[src/rtl/sau_pkg.sv]
package sau_pkg;

    localparam int DATA_W  = 8;
    localparam int FX_W    = 3;
    localparam int FY_W    = 3;
    localparam int NT_W    = 2;
    localparam int CRS_W   = 5;
    localparam int ADDR_W  = FY_W + NT_W + 2 * CRS_W;

    typedef struct packed {
        logic [FY_W-1:0]  fine_y;
        logic [NT_W-1:0]  nt;
        logic [CRS_W-1:0] coarse_y;
        logic [CRS_W-1:0] coarse_x;
    } vram_addr_t;

    typedef enum logic [1:0] {
        SEL_CTRL   = 2'd0,
        SEL_SCROLL = 2'd1,
        SEL_ADDR   = 2'd2,
        SEL_NONE   = 2'd3
    } reg_sel_e;

    typedef struct packed {
        logic ctrl_wr;
        logic scr_first;
        logic scr_second;
        logic adr_first;
        logic adr_second;
    } wr_evt_t;

    function automatic vram_addr_t hcopy_merge(vram_addr_t cur, vram_addr_t src);
        vram_addr_t r;
        r          = cur;
        r.coarse_x = src.coarse_x;
        r.nt[0]    = src.nt[0];
        return r;
    endfunction

endpackage

[src/rtl/sau_decode.sv]
module sau_decode
    import sau_pkg::*;
(
    input  logic        clk,
    input  logic        rst,
    input  logic        wr_en,
    input  logic [1:0]  wr_sel,
    input  logic        stat_rd,
    output wr_evt_t     evt,
    output logic        tog
);
    reg_sel_e sel;
    logic     flips;

    assign sel = reg_sel_e'(wr_sel);

    always_comb begin
        evt = '0;
        if (wr_en) begin
            unique case (sel)
                SEL_CTRL:   evt.ctrl_wr = 1'b1;
                SEL_SCROLL: begin
                    evt.scr_first  = ~tog;
                    evt.scr_second =  tog;
                end
                SEL_ADDR: begin
                    evt.adr_first  = ~tog;
                    evt.adr_second =  tog;
                end
                default: ;
            endcase
        end
    end

    assign flips = evt.scr_first | evt.scr_second | evt.adr_first | evt.adr_second;

    always_ff @(posedge clk) begin
        if (rst)
            tog <= 1'b0;
        else if (stat_rd)
            tog <= 1'b0;
        else if (flips)
            tog <= ~tog;
    end
endmodule

[src/rtl/sau_tmp_reg.sv]
module sau_tmp_reg
    import sau_pkg::*;
(
    input  logic               clk,
    input  logic               rst,
    input  wr_evt_t            evt,
    input  logic [DATA_W-1:0]  wr_data,
    output vram_addr_t         t_q,
    output logic [FX_W-1:0]    fx_q
);
    localparam int HI_W = ADDR_W - DATA_W - 1;

    always_ff @(posedge clk) begin
        if (rst) begin
            t_q  <= '0;
            fx_q <= '0;
        end else begin
            if (evt.ctrl_wr)
                t_q.nt <= wr_data[NT_W-1:0];
            if (evt.scr_first) begin
                fx_q       <= wr_data[FX_W-1:0];
                t_q.coarse_x <= wr_data[DATA_W-1:FX_W];
            end
            if (evt.scr_second) begin
                t_q.fine_y   <= wr_data[FY_W-1:0];
                t_q.coarse_y <= wr_data[DATA_W-1:FY_W];
            end
            if (evt.adr_first)
                t_q <= {1'b0, wr_data[HI_W-1:0], t_q[DATA_W-1:0]};
            if (evt.adr_second)
                t_q <= {t_q[ADDR_W-1:DATA_W], wr_data};
        end
    end
endmodule

[src/rtl/sau_cur_reg.sv]
module sau_cur_reg
    import sau_pkg::*;
(
    input  logic               clk,
    input  logic               rst,
    input  wr_evt_t            evt,
    input  logic [DATA_W-1:0]  wr_data,
    input  vram_addr_t         t_q,
    input  logic               hcopy_go,
    output vram_addr_t         v_q
);
    always_ff @(posedge clk) begin
        if (rst)
            v_q <= '0;
        else if (evt.adr_second)
            v_q <= {t_q[ADDR_W-1:DATA_W], wr_data};
        else if (hcopy_go)
            v_q <= hcopy_merge(v_q, t_q);
    end
endmodule

[src/rtl/scroll_addr_unit.sv]
module scroll_addr_unit
    import sau_pkg::*;
(
    input  logic        clk,
    input  logic        rst,
    input  logic        wr_en,
    input  logic [1:0]  wr_sel,
    input  logic [7:0]  wr_data,
    input  logic        stat_rd,
    input  logic        render_en,
    input  logic        hcopy,
    output logic [14:0] vaddr,
    output logic [2:0]  fine_x
);
    wr_evt_t    evt;
    logic       tog;
    vram_addr_t t_q;
    vram_addr_t v_q;
    logic       hcopy_go;

    assign hcopy_go = hcopy & render_en;

    sau_decode u_dec (
        .clk     (clk),
        .rst     (rst),
        .wr_en   (wr_en),
        .wr_sel  (wr_sel),
        .stat_rd (stat_rd),
        .evt     (evt),
        .tog     (tog)
    );

    sau_tmp_reg u_tmp (
        .clk     (clk),
        .rst     (rst),
        .evt     (evt),
        .wr_data (wr_data),
        .t_q     (t_q),
        .fx_q    (fine_x)
    );

    sau_cur_reg u_cur (
        .clk      (clk),
        .rst      (rst),
        .evt      (evt),
        .wr_data  (wr_data),
        .t_q      (t_q),
        .hcopy_go (hcopy_go),
        .v_q      (v_q)
    );

    assign vaddr = v_q;
endmodule

[config.mk]
export PLATFORM = sky130hd
export DESIGN_NAME = scroll_addr_unit
export DESIGN_NICKNAME = d
export VERILOG_FILES = /design/src/rtl/sau_pkg.sv /design/src/rtl/sau_decode.sv /design/src/rtl/sau_tmp_reg.sv /design/src/rtl/sau_cur_reg.sv /design/src/rtl/scroll_addr_unit.sv
export SDC_FILE = /design/constraint.sdc
export NUM_CORES = 1
export LEC_CHECK = 0
export CORE_MARGIN = 5
export CORE_UTILIZATION = 43
export CTS_CLUSTER_SIZE = 16
export DETAILED_ROUTE_END_ITERATION = 8
export PLACE_DENSITY = 0.68
export SLEW_MARGIN = 25
export SYNTH_ARGS = -nofsm -noshare
export SYNTH_HDL_FRONTEND = slang
export SYNTH_SLANG_ARGS = --single-unit
[constraint.sdc]
create_clock -name clk -period 2 [get_ports clk]
set_input_delay 0.4 -clock clk [delete_from_list [all_inputs] [get_ports clk]]
set_output_delay 0.4 -clock clk [all_outputs]
set_load 0.02 [all_outputs]
==> results of run 1 <==
==> layout by cell type (no fill, tap or decap), types with 2 or more instances in the layout <==
cell type and count:
a211oi_1 7, a21oi_1 16, a311oi_1 3, buf_12 2
buf_4 5, clkbuf_4 5, clkdlybuf4s50_1 33, dfxtp_1 31
inv_1 3, mux2i_1 14, nand2_1 28, nor2_1 10
nor2b_1 3, nor3_1 4, o31ai_1 4, or2_1 2
==> registers in the layout (all words and copies together), names as in the netlist <==
| signal | cells |
|---|---|
| u_cur.v_q | 15 |
| u_dec.tog | 1 |
| u_tmp.fx_q | 3 |
| u_tmp.t_q | 12 |
==> per-layer routing <==
metal | global-route usage, % | routed length, um | vias up
li1 | - | - | 614
met1 | 18.0 | 1410 | 578
met2 | 28.6 | 1520 | 32
met3 | 6.58 | 217 | 5
met4 | 5.33 | 48 | 0
met5 | 0 | 0 | -
==> layout make-up <==
class,instances,area [um^2],share of cell area (%)
multi-input cells,107,676,36.4
flip-flops and latches,31,621,33.4
repair buffers,40,408,22.0
well taps,44,55.1,2.96
clock buffers,6,51.3,2.76
clock inverters,2,35.0,1.89
inverters,3,11.3,0.606
==> power groups by stage <==
stage          combinational [mW]  clock, mW  sequential (mW)
6_report                    0.148      0.511            0.649
3_5_place_dp                0.149          0            0.664
5_1_grt                     0.162      0.570            0.653
4_1_cts                     0.150      0.528            0.649
3_3_place_gp                0.146          0            0.662
2_1_floorplan              0.0749          0            0.666
==> cell families (layout without fill, tap and decap cells) <==
logic type	count (synthesis)	count (layout)	share of synthesized area [%]
and+or+nand+nor	56	56	20.1
AOI/OAI and AO/OA	37	37	18.8
DFF	31	31	45.1
buffers and inverters	16	51	5.90
muxes	14	14	10.2
==> worst min-delay path by stage <==
stage	end	depth (start not counted)	from
finish	u_cur.v_q[9]	2	u_cur.v_q[9]
global route	u_cur.v_q[6]	2	u_cur.v_q[6]
CTS	u_cur.v_q[9]	2	u_cur.v_q[9]
detailed placement	u_cur.v_q[9]	2	u_cur.v_q[9]
global placement	u_cur.v_q[11]	2	u_cur.v_q[11]
floorplan	u_cur.v_q[14]	2	u_tmp.t_q[14]
==> through the flow <==
stage / std cells / TNS, ns / util (%) / hold WS [ns] / cell area, um^2
detailed placement: 225 / -0.00721 / 58.0 / 0.447 / 1770
finish: 233 / 0 / 60.8 / 0.458 / 1860
floorplan: 154 / 0 / - / 0.427 / 1380
global placement: 225 / 0 / 58.0 / 0.445 / 1770
CTS: 233 / 0 / 60.8 / 0.461 / 1860
global route: 233 / 0 / 60.8 / 0.486 / 1860
==> flow_summary.toml, run 1 <==
[power_and_ir_drop]
internal-power_mw = 1.01
seqPwrFrac_pct = 49.6
p_sw_mw = 0.299
max-vdd-ir-drop_mv = 0.512
p_per_area_nw_per_um2 = 705
power_mw = 1.31
clkPwrFrac_pct = 39.0
switching_share_pct = 22.9
p_comb_share_pct = 11.3
p_leak_nw = 0.703

[yosys]
synth.most_common_cell = "dfxtp_1"
synth_fp_nets = 170
yosysTopAreaCell = "dfxtp_1"
synth_edf_count = 0
synth_top_area_share_pct = 45.0
synth.area.top_cells = "dfxtp_1 45%, mux2i_1 10%, nand2_1 7.6%"
synth-async-reset-ratio_pct = 0
ys_top_cells_by_count = "31 x dfxtp_1, 28 x nand2_1, 16 x a21oi_1, 14 x mux2i_1, 10 x nor2_1"
yosysWarningCount = 0
syn_avg_cell_area_um2 = 8.95
synth_seq_cells = 31
yosys_most_used_dff = "dfxtp_1"
seq_area_frac_synth_pct = 45.0
synth_cell_types = 32
synth_cells = 154
synth_area_um2 = 1380

[setup_path]
r2r_cells = 4
cp_max_fo = 2
crit_cells = 1
r2r_setup_slack_ns = 0.50
r2r_start = "u_dec.tog"
cp_top_family = "buffers and inverters"
critical_path.startpoint_type = "flop"
cp-startpoint = "u_tmp.fx_q[2]"
critPathBufInv = 1
r2r-end = "u_dec.tog"
max_stage_delay_ns = 0.61
end_kind = "output pin"
worstPathRequired_ns = 1.60
slowest_stage = "clkdlybuf4s50_1"
worstPathArrival_ns = 1.29
worstPathCellList = "clkdlybuf4s50_1"
endpoint = "fine_x[2]"
worst-setup-path-type = "reg -> out"

[clocking]
cts_inserted_buffers = 5
clk_path_buf_depth = 2
cts_hold_buf = 0
ctsResizeCount = 0
clock-root-buffer = "clkbuf_4"
postCtsSetupRepairBufs = 0
cts_tree = "done"
clk_latency_ns = 0.33
clock_sinks = 31
path_clk_slew_ns = 0.10
htreeDepth = 2

[placed_design]
io_buffers = 33
place.gp.congestion = 0.849
place_hpwl_mm = 2.32
pre_cts_ws_ns = -0.00721

[floorplan]
dieArea_um2 = 4440
rows = 20
io_pins = 34
chipHeight_um = 66.6
core_um2 = 3050
die_x_um = 66.6
initial_core_util_pct = 45.1

[routing]
vias = 1229
wl_per_cell_um = 13.7
routed_wl_mm = 3.19
vias_per_cell = 5.27
drtIter0Drc = 55
first_pass_iters = 4
drc = 0
drtAntennaViolNets = 0

[timing]
timing.final.ws_setup_ns = 0.311
rsz0062_at_grt = "false"
period_needed_ns = 1.69
timing.fmax_mhz = 592
maxSlewViolCount = 0
hold_viol = 0
worst_pin_slew_ns = 0.347
period_share_pct = 84.4
finalClockSkew_ns = 0.00735
finalSetupViolCount = 0
slew_headroom_pct = 76.8

[run_status]
status = "completed"

[min_path]
hold_path_class = "reg -> reg"

[global_routing]
overflow = 0
grt_max_degree = 26
grt.total_usage_pct = 16.4
antenna_found_initial = 0
grt_pass1_wl_mm = 5.42
grt_pass1_vias = 1200

[final_layout]
nFillCells = 287
fin_nets = 204
antennaDiodeCount = 0
area_growth_pct = 34.8
drive_gt1_share_pct = 9.52

[run]
cap_violations = 0
(Power assumes the default switching activity.)
==> run 2: changes to the inputs <==
==> constraint.sdc (replaced) <==
create_clock -name clk -period 1.74 [get_ports clk]
set_input_delay 0.348 -clock clk [delete_from_list [all_inputs] [get_ports clk]]
set_output_delay 0.348 -clock clk [all_outputs]
set_load 0.02 [all_outputs]
==> flow_summary.toml, run 2 (synthesis results as in run 1) <==
[routing]
wl_per_cell_um = 14.0
drtAntennaViolNets = 0
vias_per_cell = 5.20
drtIter0Drc = 57
drc = 0
vias = 1228
routed_wl_mm = 3.31
first_pass_iters = 4

[clocking]
ctsResizeCount = 0
clock-root-buffer = "clkbuf_4"
htreeDepth = 2
path_clk_slew_ns = 0.10
cts_tree = "done"
clock_sinks = 31
postCtsSetupRepairBufs = 0
clk_path_buf_depth = 2
cts_inserted_buffers = 5
clk_latency_ns = 0.34
cts_hold_buf = 0

[final_layout]
most-common-layout-cells = "33 x clkdlybuf4s50_1, 31 x dfxtp_1, 28 x nand2_1, 16 x a21oi_1, 14 x mux2i_1"
max_flop_register = "u_cur.v_q"
drive_gt1_share_pct = 10.9
final_core_util_pct = 61.1
fin_nets = 207
nFillCells = 283
largest_registers = "u_cur.v_q x15, u_tmp.t_q x12, u_tmp.fx_q x3"
antennaDiodeCount = 0
final_common_cell = "clkdlybuf4s50_1"
largest_register_ffs = 15
seqCellArea_um2 = 621
area_growth_pct = 35.5
multi_input_area_um2 = 676

[timing]
period_share_pct = 94.9
hold_viol = 0
worst_pin_slew_ns = 0.349
period_needed_ns = 1.65
finalClockSkew_ns = 0.00728
slew_headroom_pct = 76.7
timing.fmax_mhz = 605
timing.final.ws_setup_ns = 0.0879
maxSlewViolCount = 0
finalSetupViolCount = 0
rsz0062_at_grt = "false"

[setup_path]
worst-setup-path-type = "reg -> out"
cp_top_family = "buffers and inverters"
end_kind = "output pin"
cp_max_fo = 2
critical_path.startpoint_type = "flop"
r2r_setup_slack_ns = 0.22
max_stage_delay_ns = 0.62
slowest_stage = "clkdlybuf4s50_1"
worstPathRequired_ns = 1.39
worstPathCellList = "clkdlybuf4s50_1"
critPathBufInv = 1
worstPathArrival_ns = 1.30

[floorplan]
die_x_um = 66.6
chipHeight_um = 66.6
initial_core_util_pct = 45.1
rows = 20
core_um2 = 3050
io_pins = 34
dieArea_um2 = 4440

[global_routing]
grt.total_usage_pct = 16.9
overflow = 0
antenna_found_initial = 0
grt_max_degree = 26
grt_pass1_wl_mm = 5.63
grt_pass1_vias = 1251

[run]
cap_violations = 0

[power_and_ir_drop]
p_per_area_nw_per_um2 = 813
p_leak_nw = 0.714
max-vdd-ir-drop_mv = 0.494
power_mw = 1.52

[placed_design]
place_hpwl_mm = 2.43
io_buffers = 33
pre_cts_ws_ns = -0.186
place.gp.congestion = 0.863

[min_path]
hold_path_class = "reg -> reg"

[run_status]
status = "completed"
run 2: cell types whose count changed in the layout (fill, tap and decap cells not counted), sizes merged:
cell,before,now
buf,7,10
run 2: where the power goes:
| part | switching [mW] | internal (mW) | total, mW |
|---|---|---|---|
| Sequential | 0.0143 | 0.732 | 0.747 |
| Clock | 0.258 | 0.339 | 0.598 |
| Combinational | 0.0826 | 0.0902 | 0.173 |
run 2: routing by layer:
metal	vias to the layer above	GRT usage (%)	share of wire, %
li1	622	-	-
met2	42	27.8	47
met4	0	7.61	1.8
met1	556	19.2	44
met5	-	0	0
met3	8	6.41	7.7
run 2: cell type report:
| cell class | instances | share of cell area [%] |
|---|---|---|
| Timing Repair Buffer | 43 | 22.4 |
| Multi-Input combinational cell | 107 | 36.2 |
| Inverter | 3 | 0.603 |
| Clock buffer | 6 | 2.75 |
| Clock inverter | 2 | 1.88 |
| Sequential cell | 31 | 33.2 |
| Tap cell | 44 | 2.95 |
run 2: worst paths after layout:
path / start / to / depth (start not counted)
worst max register to register: u_dec.tog / u_dec.tog / 4
worst min register to register: u_cur.v_q[5] / u_cur.v_q[5] / 2
worst min-delay path: u_cur.v_q[5] / u_cur.v_q[5] / 2
worst max-delay path: u_tmp.fx_q[0] / fine_x[0] / 1
run 2: per-stage QoR:
stage	TNS, ns	hold WS [ns]	std cells	instance area [um^2]
floorplan	0	0.427	154	1380
global placement	-1.62	0.442	228	1780
detailed placement	-1.99	0.447	228	1780
CTS	0	0.458	236	1870
global route	0	0.480	236	1870
finish	0	0.459	236	1870
==> run 3: changes to the inputs <==
--- a/config.mk
+++ b/config.mk
@@ -10,7 +10,6 @@
 export CTS_CLUSTER_SIZE = 16
 export DETAILED_ROUTE_END_ITERATION = 8
 export PLACE_DENSITY = 0.68
-export SLEW_MARGIN = 25
 export SYNTH_ARGS = -nofsm -noshare
 export SYNTH_HDL_FRONTEND = slang
 export SYNTH_SLANG_ARGS = --single-unit
==> results of run 3 <==
Final layout, timing and power as in run 2 (identical DEF).
